===== src/rtl/seq_frame_pkg.sv =====
package seq_frame_pkg;

  typedef enum logic [1:0] {
    WIDTH_ONE  = 2'b00,
    WIDTH_TWO  = 2'b01,
    WIDTH_BYTE = 2'b10,
    WIDTH_WORD = 2'b11
  } pulseWidth_e;

  localparam int WCNT_W = 4;

  // Strobes passed from the frame control to the sequencer datapath.
  typedef struct packed {
    logic        launch;
    logic        halt;
    pulseWidth_e width;
  } seqCmd_t;

  // Last value of the in-pulse cycle counter for a given width code.
  function automatic logic [WCNT_W-1:0] widthLast(pulseWidth_e w);
    case (w)
      WIDTH_ONE:  widthLast = 4'd0;
      WIDTH_TWO:  widthLast = 4'd1;
      WIDTH_BYTE: widthLast = 4'd7;
      default:    widthLast = 4'd15;
    endcase
  endfunction

endpackage


===== src/rtl/frame_pulse_ctrl.sv =====
module frame_pulse_ctrl
  import seq_frame_pkg::*;
#(
  parameter int FRAME_BITS = 1024,
  parameter int POS_W      = $clog2(FRAME_BITS)
) (
  input  logic             clk,
  input  logic             rstN,
  input  logic             frameSync,
  input  logic             groupEn,
  input  pulseWidth_e      modeIn,
  input  logic [POS_W-1:0] offsetIn,
  output seqCmd_t          cmdOut
);

  localparam logic [POS_W-1:0] LAST_POS = POS_W'(FRAME_BITS - 1);

  logic [POS_W-1:0] posCnt;
  logic [POS_W-1:0] actOffset;
  pulseWidth_e      actMode;
  logic             synced;

  logic [POS_W-1:0] nextPos;
  logic [POS_W-1:0] nextOffset;
  pulseWidth_e      nextMode;
  logic             armed;

  // Decide one cycle ahead, so the datapath registers land on the bit time.
  always_comb begin
    if (frameSync)
      nextPos = '0;
    else if (posCnt == LAST_POS)
      nextPos = '0;
    else
      nextPos = posCnt + 1'b1;
    nextOffset    = frameSync ? offsetIn : actOffset;
    nextMode      = frameSync ? modeIn : actMode;
    armed         = synced | frameSync;
    cmdOut.halt   = ~groupEn;
    cmdOut.launch = groupEn & armed & (nextPos == nextOffset);
    cmdOut.width  = nextMode;
  end

  always_ff @(posedge clk) begin
    if (!rstN) begin
      posCnt    <= '0;
      actOffset <= '0;
      actMode   <= WIDTH_ONE;
      synced    <= 1'b0;
    end else begin
      posCnt <= nextPos;
      if (frameSync) begin
        actOffset <= offsetIn;
        actMode   <= modeIn;
      end
      synced <= groupEn & armed;
    end
  end

  // settings only move on a sync
  a_r6_cfg_hold: assert property (@(posedge clk) disable iff (!rstN)
    !frameSync |=> ($stable(actOffset) && $stable(actMode)));

  // a launch lands on the active offset position
  a_r2_launch_at_offset: assert property (@(posedge clk) disable iff (!rstN)
    cmdOut.launch |=> (posCnt == actOffset));

  // disabling drops the armed state
  a_r7_disarm: assert property (@(posedge clk) disable iff (!rstN)
    !groupEn |=> !synced);

endmodule


===== src/rtl/frame_pulse_datapath.sv =====
module frame_pulse_datapath
  import seq_frame_pkg::*;
#(
  parameter int LINES = 12
) (
  input  logic             clk,
  input  logic             rstN,
  input  seqCmd_t          cmdIn,
  output logic [LINES-1:0] pulseOut
);

  localparam int IDX_W = $clog2(LINES);
  localparam logic [IDX_W-1:0] LAST_IDX = IDX_W'(LINES - 1);

  logic              busy;
  logic [IDX_W-1:0]  lineIdx;
  logic [WCNT_W-1:0] widthCnt;
  pulseWidth_e       widthSel;
  logic              pulseEnd;

  assign pulseEnd = (widthCnt == widthLast(widthSel));

  always_ff @(posedge clk) begin
    if (!rstN) begin
      busy     <= 1'b0;
      lineIdx  <= '0;
      widthCnt <= '0;
      widthSel <= WIDTH_ONE;
    end else if (cmdIn.halt) begin
      busy     <= 1'b0;
      lineIdx  <= '0;
      widthCnt <= '0;
    end else if (cmdIn.launch) begin
      busy     <= 1'b1;
      lineIdx  <= '0;
      widthCnt <= '0;
      widthSel <= cmdIn.width;
    end else if (busy) begin
      if (pulseEnd) begin
        widthCnt <= '0;
        if (lineIdx == LAST_IDX) begin
          busy    <= 1'b0;
          lineIdx <= '0;
        end else begin
          lineIdx <= lineIdx + 1'b1;
        end
      end else begin
        widthCnt <= widthCnt + 1'b1;
      end
    end
  end

  for (genvar i = 0; i < LINES; i++) begin : g_line
    assign pulseOut[i] = busy && (lineIdx == IDX_W'(i));
  end

  // never two lines at once
  a_r4_one_line: assert property (@(posedge clk) disable iff (!rstN)
    $onehot0(pulseOut));

  // lines advance strictly by one
  a_r4_step: assert property (@(posedge clk) disable iff (!rstN)
    (busy && $past(busy) && !$past(cmdIn.launch) && (lineIdx != $past(lineIdx)))
      |-> (lineIdx == $past(lineIdx) + 1'b1));

  // counter stays within the selected width
  a_r3_width_bound: assert property (@(posedge clk) disable iff (!rstN)
    busy |-> (widthCnt <= widthLast(widthSel)));

  // a line holds until its width is spent
  a_r3_hold: assert property (@(posedge clk) disable iff (!rstN)
    (busy && !cmdIn.launch && !cmdIn.halt && !pulseEnd) |=> $stable(lineIdx));

  // halt clears outputs next cycle
  a_r7_halt_clears: assert property (@(posedge clk) disable iff (!rstN)
    cmdIn.halt |=> (pulseOut == '0));

endmodule


===== src/rtl/seq_frame_pulser.sv =====
module seq_frame_pulser
  import seq_frame_pkg::*;
#(
  parameter int GROUPS     = 2,
  parameter int LINES      = 12,
  parameter int FRAME_BITS = 1024,
  parameter int POS_W      = $clog2(FRAME_BITS)
) (
  input  logic                      clk,
  input  logic                      rstN,
  input  logic                      frameSync,
  input  logic [GROUPS-1:0]         groupEn,
  input  logic [2*GROUPS-1:0]       widthMode,
  input  logic [POS_W*GROUPS-1:0]   startOffset,
  output logic [LINES*GROUPS-1:0]   pulses
);

  seqCmd_t grpCmd [GROUPS];

  for (genvar g = 0; g < GROUPS; g++) begin : g_group
    frame_pulse_ctrl #(
      .FRAME_BITS (FRAME_BITS),
      .POS_W      (POS_W)
    ) i_ctrl (
      .clk       (clk),
      .rstN      (rstN),
      .frameSync (frameSync),
      .groupEn   (groupEn[g]),
      .modeIn    (pulseWidth_e'(widthMode[2*g +: 2])),
      .offsetIn  (startOffset[POS_W*g +: POS_W]),
      .cmdOut    (grpCmd[g])
    );

    frame_pulse_datapath #(
      .LINES (LINES)
    ) i_datapath (
      .clk      (clk),
      .rstN     (rstN),
      .cmdIn    (grpCmd[g]),
      .pulseOut (pulses[LINES*g +: LINES])
    );
  end

endmodule


===== config.mk =====
export PLATFORM = sky130hd
export DESIGN_NAME = seq_frame_pulser
export DESIGN_NICKNAME = d
export VERILOG_FILES = /design/src/rtl/seq_frame_pkg.sv /design/src/rtl/frame_pulse_ctrl.sv /design/src/rtl/frame_pulse_datapath.sv /design/src/rtl/seq_frame_pulser.sv
export SDC_FILE = /design/constraint.sdc
export NUM_CORES = 1
export LEC_CHECK = 0
export BUFFER_PORTS_ARGS = -buffer_cell sky130_fd_sc_hd__buf_4
export CORE_MARGIN = 3
export CORE_UTILIZATION = 41
export CTS_CLUSTER_SIZE = 40
export DETAILED_ROUTE_END_ITERATION = 8
export GPL_TIMING_DRIVEN = 0
export HOLD_SLACK_MARGIN = 0.02
export PLACE_DENSITY = 0.59
export SETUP_SLACK_MARGIN = 0.02
export SYNTH_ARGS = -nofsm -noshare
export SYNTH_HDL_FRONTEND = slang
export SYNTH_SLANG_ARGS = --single-unit
export TNS_END_PERCENT = 20

===== constraint.sdc =====
create_clock -name clk -period 2.4 [get_ports clk]
set_clock_uncertainty 0.1 [all_clocks]
set_input_delay 0.12 -clock clk [delete_from_list [all_inputs] [get_ports clk]]
set_output_delay 0.12 -clock clk [all_outputs]
set_load 0.005 [all_outputs]

After elaboration in Yosys (flattened, before gate mapping)
Cells that the tools add are included.
- output and inout bits: 24
- register bits: 68
- bits of input ports: 29
- logic and storage cells: 121
- reductions and logical operators: 36
- muxes and demuxes: 22
- add/subtract/negate cells: 6
- bitwise gates (word level): 9
- equality and inequality tests: 32
- operators by type and width (operator ; number):
    two-way mux 10 bit ; 6
    == test 4 x 3 -> 1 bit, second input constant ; 8
    == test 4 bit, second input constant ; 8
    logical AND 1 bit ; 24
    one-hot mux 4 bit (3 select lines) ; 2
    adder 10 x 1 -> 10 bit, second input constant ; 2
    == test 10 bit ; 2
    == test 10 bit, second input constant ; 2
    adder 4 x 1 -> 4 bit, second input constant ; 4
    == test 4 x 2 -> 1 bit, second input constant ; 4
    two-way mux 4 bit ; 4
    AND reduction 2 bit ; 6
    == test 4 x 1 -> 1 bit, second input constant ; 2
    == test 4 bit ; 2
    zero test 4 bit ; 2
    two-way mux 1 bit ; 8
    OR reduction 3 bit ; 2
    bitwise AND 1 bit ; 4
    == test 2 x 1 -> 1 bit, second input constant ; 2
    == test 2 bit, second input constant ; 2
    zero test 2 bit ; 2
    two-way mux 2 bit ; 2
    inverter 1 bit ; 3
    OR 1 bit ; 2

Depth between registers and ports, before layout
- depth in word-level cells: 6
- depth in mapped cells: 9
- mapped depth without buffers: 8

Cells and area by module
Synthesis repeated with hierarchy kept, for this count alone.
- cells, all modules: 510
- area, all modules: 4336.7 um^2
- modules (own cells, without submodules) (module ; sequential area each (um^2) ; times used ; area each (um^2) ; cells each):
    frame_pulse_ctrl ; 460.4 ; 2 ; 1321.3 ; 150
    frame_pulse_datapath ; 220.2 ; 2 ; 847.1 ; 105

Least setup slack after synthesis
OpenSTA, ideal clock, no wires.
- kind: register to register
- from: register g_group[0].i_ctrl.posCnt[0]
- to: register g_group[0].i_datapath.widthSel[0]
- arrival: 2412 ps
- library setup time: 121 ps
- data required time: 2179 ps
- path slack: -233 ps
- cell stages (with the launch flop): 9
- period minus slack after synthesis: 2633 ps
- path buffers: 0
- path through: dfxtp_1 ha_1 nand3_2 or4b_1 o31ai_1 o21bai_2 o2111ai_1 or3_4 mux2_4
- longest elaborated chain between the ends: 6
- elaborated cells between the ends (all ways): 7
- classes of those cells: add/sub (1); eq/ne (2); mux (2); bitwise (1); reduce/logical (1)
- ends and longest elaborated chain (item ; line ; RTL):
    start, declared ; frame_pulse_ctrl.sv:18 ; logic [POS_W-1:0] posCnt;
    start signal, assigned ; frame_pulse_ctrl.sv:51 ; posCnt <= nextPos;
    adder 10 x 1 -> 10 bit or == test 10 bit (tied branches) ; frame_pulse_ctrl.sv:35, frame_pulse_ctrl.sv:32 ;
    two-way mux 10 bit (*) ; frame_pulse_ctrl.sv:32 ; else if (posCnt == LAST_POS)
    two-way mux 10 bit (*) ; frame_pulse_ctrl.sv:30 ; if (frameSync)
    == test 10 bit (*) ; frame_pulse_ctrl.sv:40 ; cmdOut.launch = groupEn & armed & (nextPos == nextOffset);
    bitwise AND 1 bit (*) ; frame_pulse_ctrl.sv:40 ;
    AND reduction 2 bit (no source line) (*) ; -- ;
    end signal, assigned ; frame_pulse_datapath.sv:37 ; widthSel <= cmdIn.width;
    end, declared ; frame_pulse_datapath.sv:18 ; pulseWidth_e widthSel;
Mark *: on every way between the ends. The rest lies on a longest branch, timed or not.
A chain may end at the register's enable or synchronous reset.

Worst setup path after layout
- from: register g_group[0].i_ctrl.posCnt[1]
- to: register g_group[0].i_datapath.widthSel[0]
The elaborated chain is that of the path after synthesis.

==> impl_results.md <==
- Status: finished with violations
- Failing checks: setup timing
- Post-route cell area: 4984 µm²
- Mean Syn Cell Area: 8.616 µm²
- Crit path max fanout: 5
- Die Span Y: 102.1 µm
- GRT Total Usage: 18.05%
- Internal: 0.001961 W
- Seq/Total Area, Yosys: 35.99%
- HP Class: in2reg
- Critical Path Sink Type: flop
- Met2 global-route usage: 29.74%
- RSZ-0062 raised after global routing: yes
- First-pass GRT wire length: 15.04 mm
- Max clock buf depth: 2
- Switching Share: 23.08%
- Grt ovf: 0
- DP HPWL: 6.631 mm
- Cells after Synth: 439
- R2R Setup Slk: -0.15 ns
- Post-Route Setup TNS: -0.2994 ns
- Clock latency on the worst-skew pair: 0.34 ns
- Drt via density: 5.332
- Number of enable flip-flop cells after synthesis: 0
- Wirelength per Cell: 14.62 µm
- Initial Utilization: 42.75%
- Setup violators final: 2
- Slew Limit Fails: 0
- Max_cap viols: 0
- Fin cells: 642
- Critical R2R Launch: g_group[0].i_ctrl.posCnt[1]$_SDFF_PN0_
- Depth of the worst hold-timing path: 3
- Library cells used by synthesis: 58
- Crit path launch type: flop
- Busiest grt layer: met2
- Drt total wl: 9.386 mm
- Relative slew margins: 52.68%
- Reg power frac: 46.3%
- Met1 Track Usage GR: 24.20%
- Via count: 3,423
- Placed cell areas: 4329 µm²
- Largest net degree at the start of global routing: 12
- Switching Power: 0.0005883 W
- Vias in the first global route: 3,143
- Layout fillers: 822
- CP Class: reg2reg
- Total Power: 0.002549 W
- Clock network fraction of total power: 43.5%
- Mapped cell area: 3782 µm²
- First-pass detailed-route iteration total: 4
- Initial drt markers: 114
- Main flop type after synthesis: dfxtp_1
- Initial antenna violation count: 0
- Num CTS Buffers: 9
- Post-synthesis async set-or-reset flop share: 0%
- # H-tree levels: 3
- Die width: 102.1 µm
- WHS Endpoint: g_group[0].i_ctrl.actMode[1]$_SDFF_PN0_
- Ant diodes: 0
- CTS tree: done
- DRC Markers: 0
- FP Rows: 34
- Gate power share: 10.2%
- RePlAce Congestion: 0.8412
- Synth warn: 0
- Share of layout cells above drive strength 1: 22.47%
- CP required: 2.53 ns
- M3 GR Usage: 3.208%
- Critical-path top delay cell: or4b_4
- Fmax: 392.0 MHz
- Arr. time, crit path: 2.68 ns
- Total clock sinks: 68
- Placed Cells: 599
- R2r endpoint: g_group[0].i_datapath.widthSel[0]$_SDFFE_PN0P_
- CTS clk-pin slew, worst paths: 0.07 ns
- # IOs: 53
- Pleak: 2.020 nW
- Final Hold Viols: 0
- Final-stage net count: 570
- Fin crit period: 2.551 ns
- Core Area: 8848 µm²
- Die area: 10,410 µm²
- Least-Margin Pin Slew: 0.7097 ns
- Post-route ant nets: 0
- Register bit total from synthesis: 68
- Layout area overhead: 31.76%
- Pwr Density: 511.5 nW/µm²
- Post-Syn Nets: 480
- Reg2Reg Depth: 8
- Fin worst setup slack: -0.1513 ns
- CTS root buf: clkbuf_8
- Worst vdd ir: 0.0002856 V
- Input/output buffers: 52
- Slowest cell delay on critical path: 0.52 ns
- Fin crit share: 106.3%
- Worst min-delay path startpoint: widthMode[1]
- Critical path, cell by cell: ha_4 > nand3_4 > or4b_4 > o31ai_2 > o21bai_4 > o2111ai_4 > or3_4 > mux2_4
-- layout make-up --
class / instances / area (µm²) / area share [%]
clock buffer: 12 / 165.2 / 3.314
buffer: 14 / 61.31 / 1.230
sequential: 68 / 1376 / 27.62
timing repair buffer: 82 / 683.2 / 13.71
tap: 108 / 135.1 / 2.712
multi-input combinational: 341 / 2444 / 49.03
inverter: 13 / 48.80 / 0.9792
clock inverter: 4 / 70.07 / 1.406
-- per-layer routing --
metal	up-vias	wire [µm]
met2	71	4392
met5	-	0
met3	7	356
met4	0	72
li1	1752	-
met1	1593	4566
-- metrics by stage --
| stage | util, % | worst slack (ns) | hold WS (ns) |
|---|---|---|---|
| after global routing | 56.32 | -0.2376 | 0.05205 |
| after global placement | 48.93 | -0.3967 | 0.2865 |
| final | 56.32 | -0.1513 | 0.01733 |
| after CTS | 54.92 | -0.1745 | 0.02554 |
| after detailed placement | 48.93 | -0.3711 | 0.2972 |
| after floorplan | - | -0.04443 | 0.1601 |
-- placed cells by master (no fill, tap or decap), types with 13 or more instances in the layout --
master         netlist  final
a21oi_1             21     21
and2_1              22     22
buf_4                0     59
dfxtp_1             68     62
dlygate4sd3_1        0     22
inv_1               13     13
mux2i_1             27     27
nand2_1             28     27
nand3_1             14     13
nor2_1              46     46
nor2b_1             29     29
o21ai_0             15     13
-- worst max-delay path: cells and delay by family, from the launching register on --
kind                     cells  cell delay [ns]
multiplexers                 1             0.30
AND/OR/NAND/NOR              3             1.03
AO/OA/AOI/OAI                3             0.48
flip-flops                   1             0.35
adder cells (fa/ha/maj)      1             0.18
-- synth_stat cells, drive strengths merged (3+ instances only) --
cell type,instances,share of area [%]
a31oi,4,0.66
nand4,9,1.5
mux2,8,2.6
or3,3,0.63
and3,12,2.0
nand2,28,2.8
buf,7,0.86
and2,22,3.6
o21ai,15,2.0
xor2,9,2.1
nor3b,5,0.99
a21oi,21,2.8
inv,13,1.3
a21boi,3,0.60
and4,4,0.93
nor2,46,4.6
nand3,15,2.1
nor4,8,1.3
xnor2,12,2.8
o2111ai,3,0.69
mux2i,27,7.1
clkbuf,10,0.99
ha,12,4.0
nor2b,29,4.8
dfxtp,68,36
nor3,10,1.3
-- cells by family (layout without fill, tap and decap cells) --
kind of cell / after synthesis / in the layout / share of synthesized area [%]
xor gates and xnor gates: 23 / 23 / 6.054
buffers and inverters: 30 / 125 / 3.143
AOI/OAI and AO/OA: 73 / 73 / 13.13
DFF: 68 / 68 / 35.99
adders and majority gates: 12 / 12 / 3.969
and+or+nand+nor: 198 / 198 / 27.99
muxes: 35 / 35 / 9.725
-- timing repair --
item | in CTS | in global routing
setup endpoints to repair | 22 | 22
pin swaps | 6 | 4
hold endpoints to repair | 23 | 0
hold buffers | 22 | 0
resized for setup | 14 | 22
buffers inserted | 2 | 6
-- power by group through the flow --
stage                     Sequential [W]  Clock (W)  Combinational [W]
after floorplan                  0.00120          0           0.000127
final                            0.00118    0.00111           0.000261
after global placement           0.00121          0           0.000202
after detailed placement         0.00121          0           0.000206
after global routing             0.00118    0.00118           0.000286
after CTS                        0.00118    0.00114           0.000248
-- sequential cells by signal, indices dropped and copies added, names as in the netlist --
signal                       count
g_group.i_ctrl.actMode           4
g_group.i_ctrl.actOffset        20
g_group.i_ctrl.posCnt           20
g_group.i_ctrl.synced            2
g_group.i_datapath.busy          2
g_group.i_datapath.lineIdx       8
g_group.i_datapath.widthCnt      8
g_group.i_datapath.widthSel      4
-- worst max-delay path by stage --
| stage | start | endpoint | slack [ns] | depth (start not counted) |
|---|---|---|---|---|
| 3_3_place_gp | g_group[1].i_ctrl.posCnt[0]$_SDFF_PN0_ | g_group[1].i_datapath.widthSel[1]$_SDFFE_PN0P_ | -0.40 | 8 |
| 2_1_floorplan | g_group[0].i_ctrl.posCnt[0]$_SDFF_PN0_ | g_group[0].i_datapath.widthSel[0]$_SDFFE_PN0P_ | -0.04 | 8 |
| 5_1_grt | g_group[0].i_ctrl.posCnt[1]$_SDFF_PN0_ | g_group[0].i_datapath.widthSel[0]$_SDFFE_PN0P_ | -0.24 | 8 |
| 3_5_place_dp | g_group[0].i_ctrl.posCnt[0]$_SDFF_PN0_ | g_group[0].i_datapath.widthCnt[1]$_SDFFE_PP0P_ | -0.37 | 9 |
| 6_report | g_group[0].i_ctrl.posCnt[1]$_SDFF_PN0_ | g_group[0].i_datapath.widthSel[0]$_SDFFE_PN0P_ | -0.15 | 8 |
| 4_1_cts | g_group[0].i_ctrl.posCnt[0]$_SDFF_PN0_ | g_group[0].i_datapath.widthSel[0]$_SDFFE_PN0P_ | -0.17 | 8 |
No activity file was read; power rests on OpenSTA's default activity.
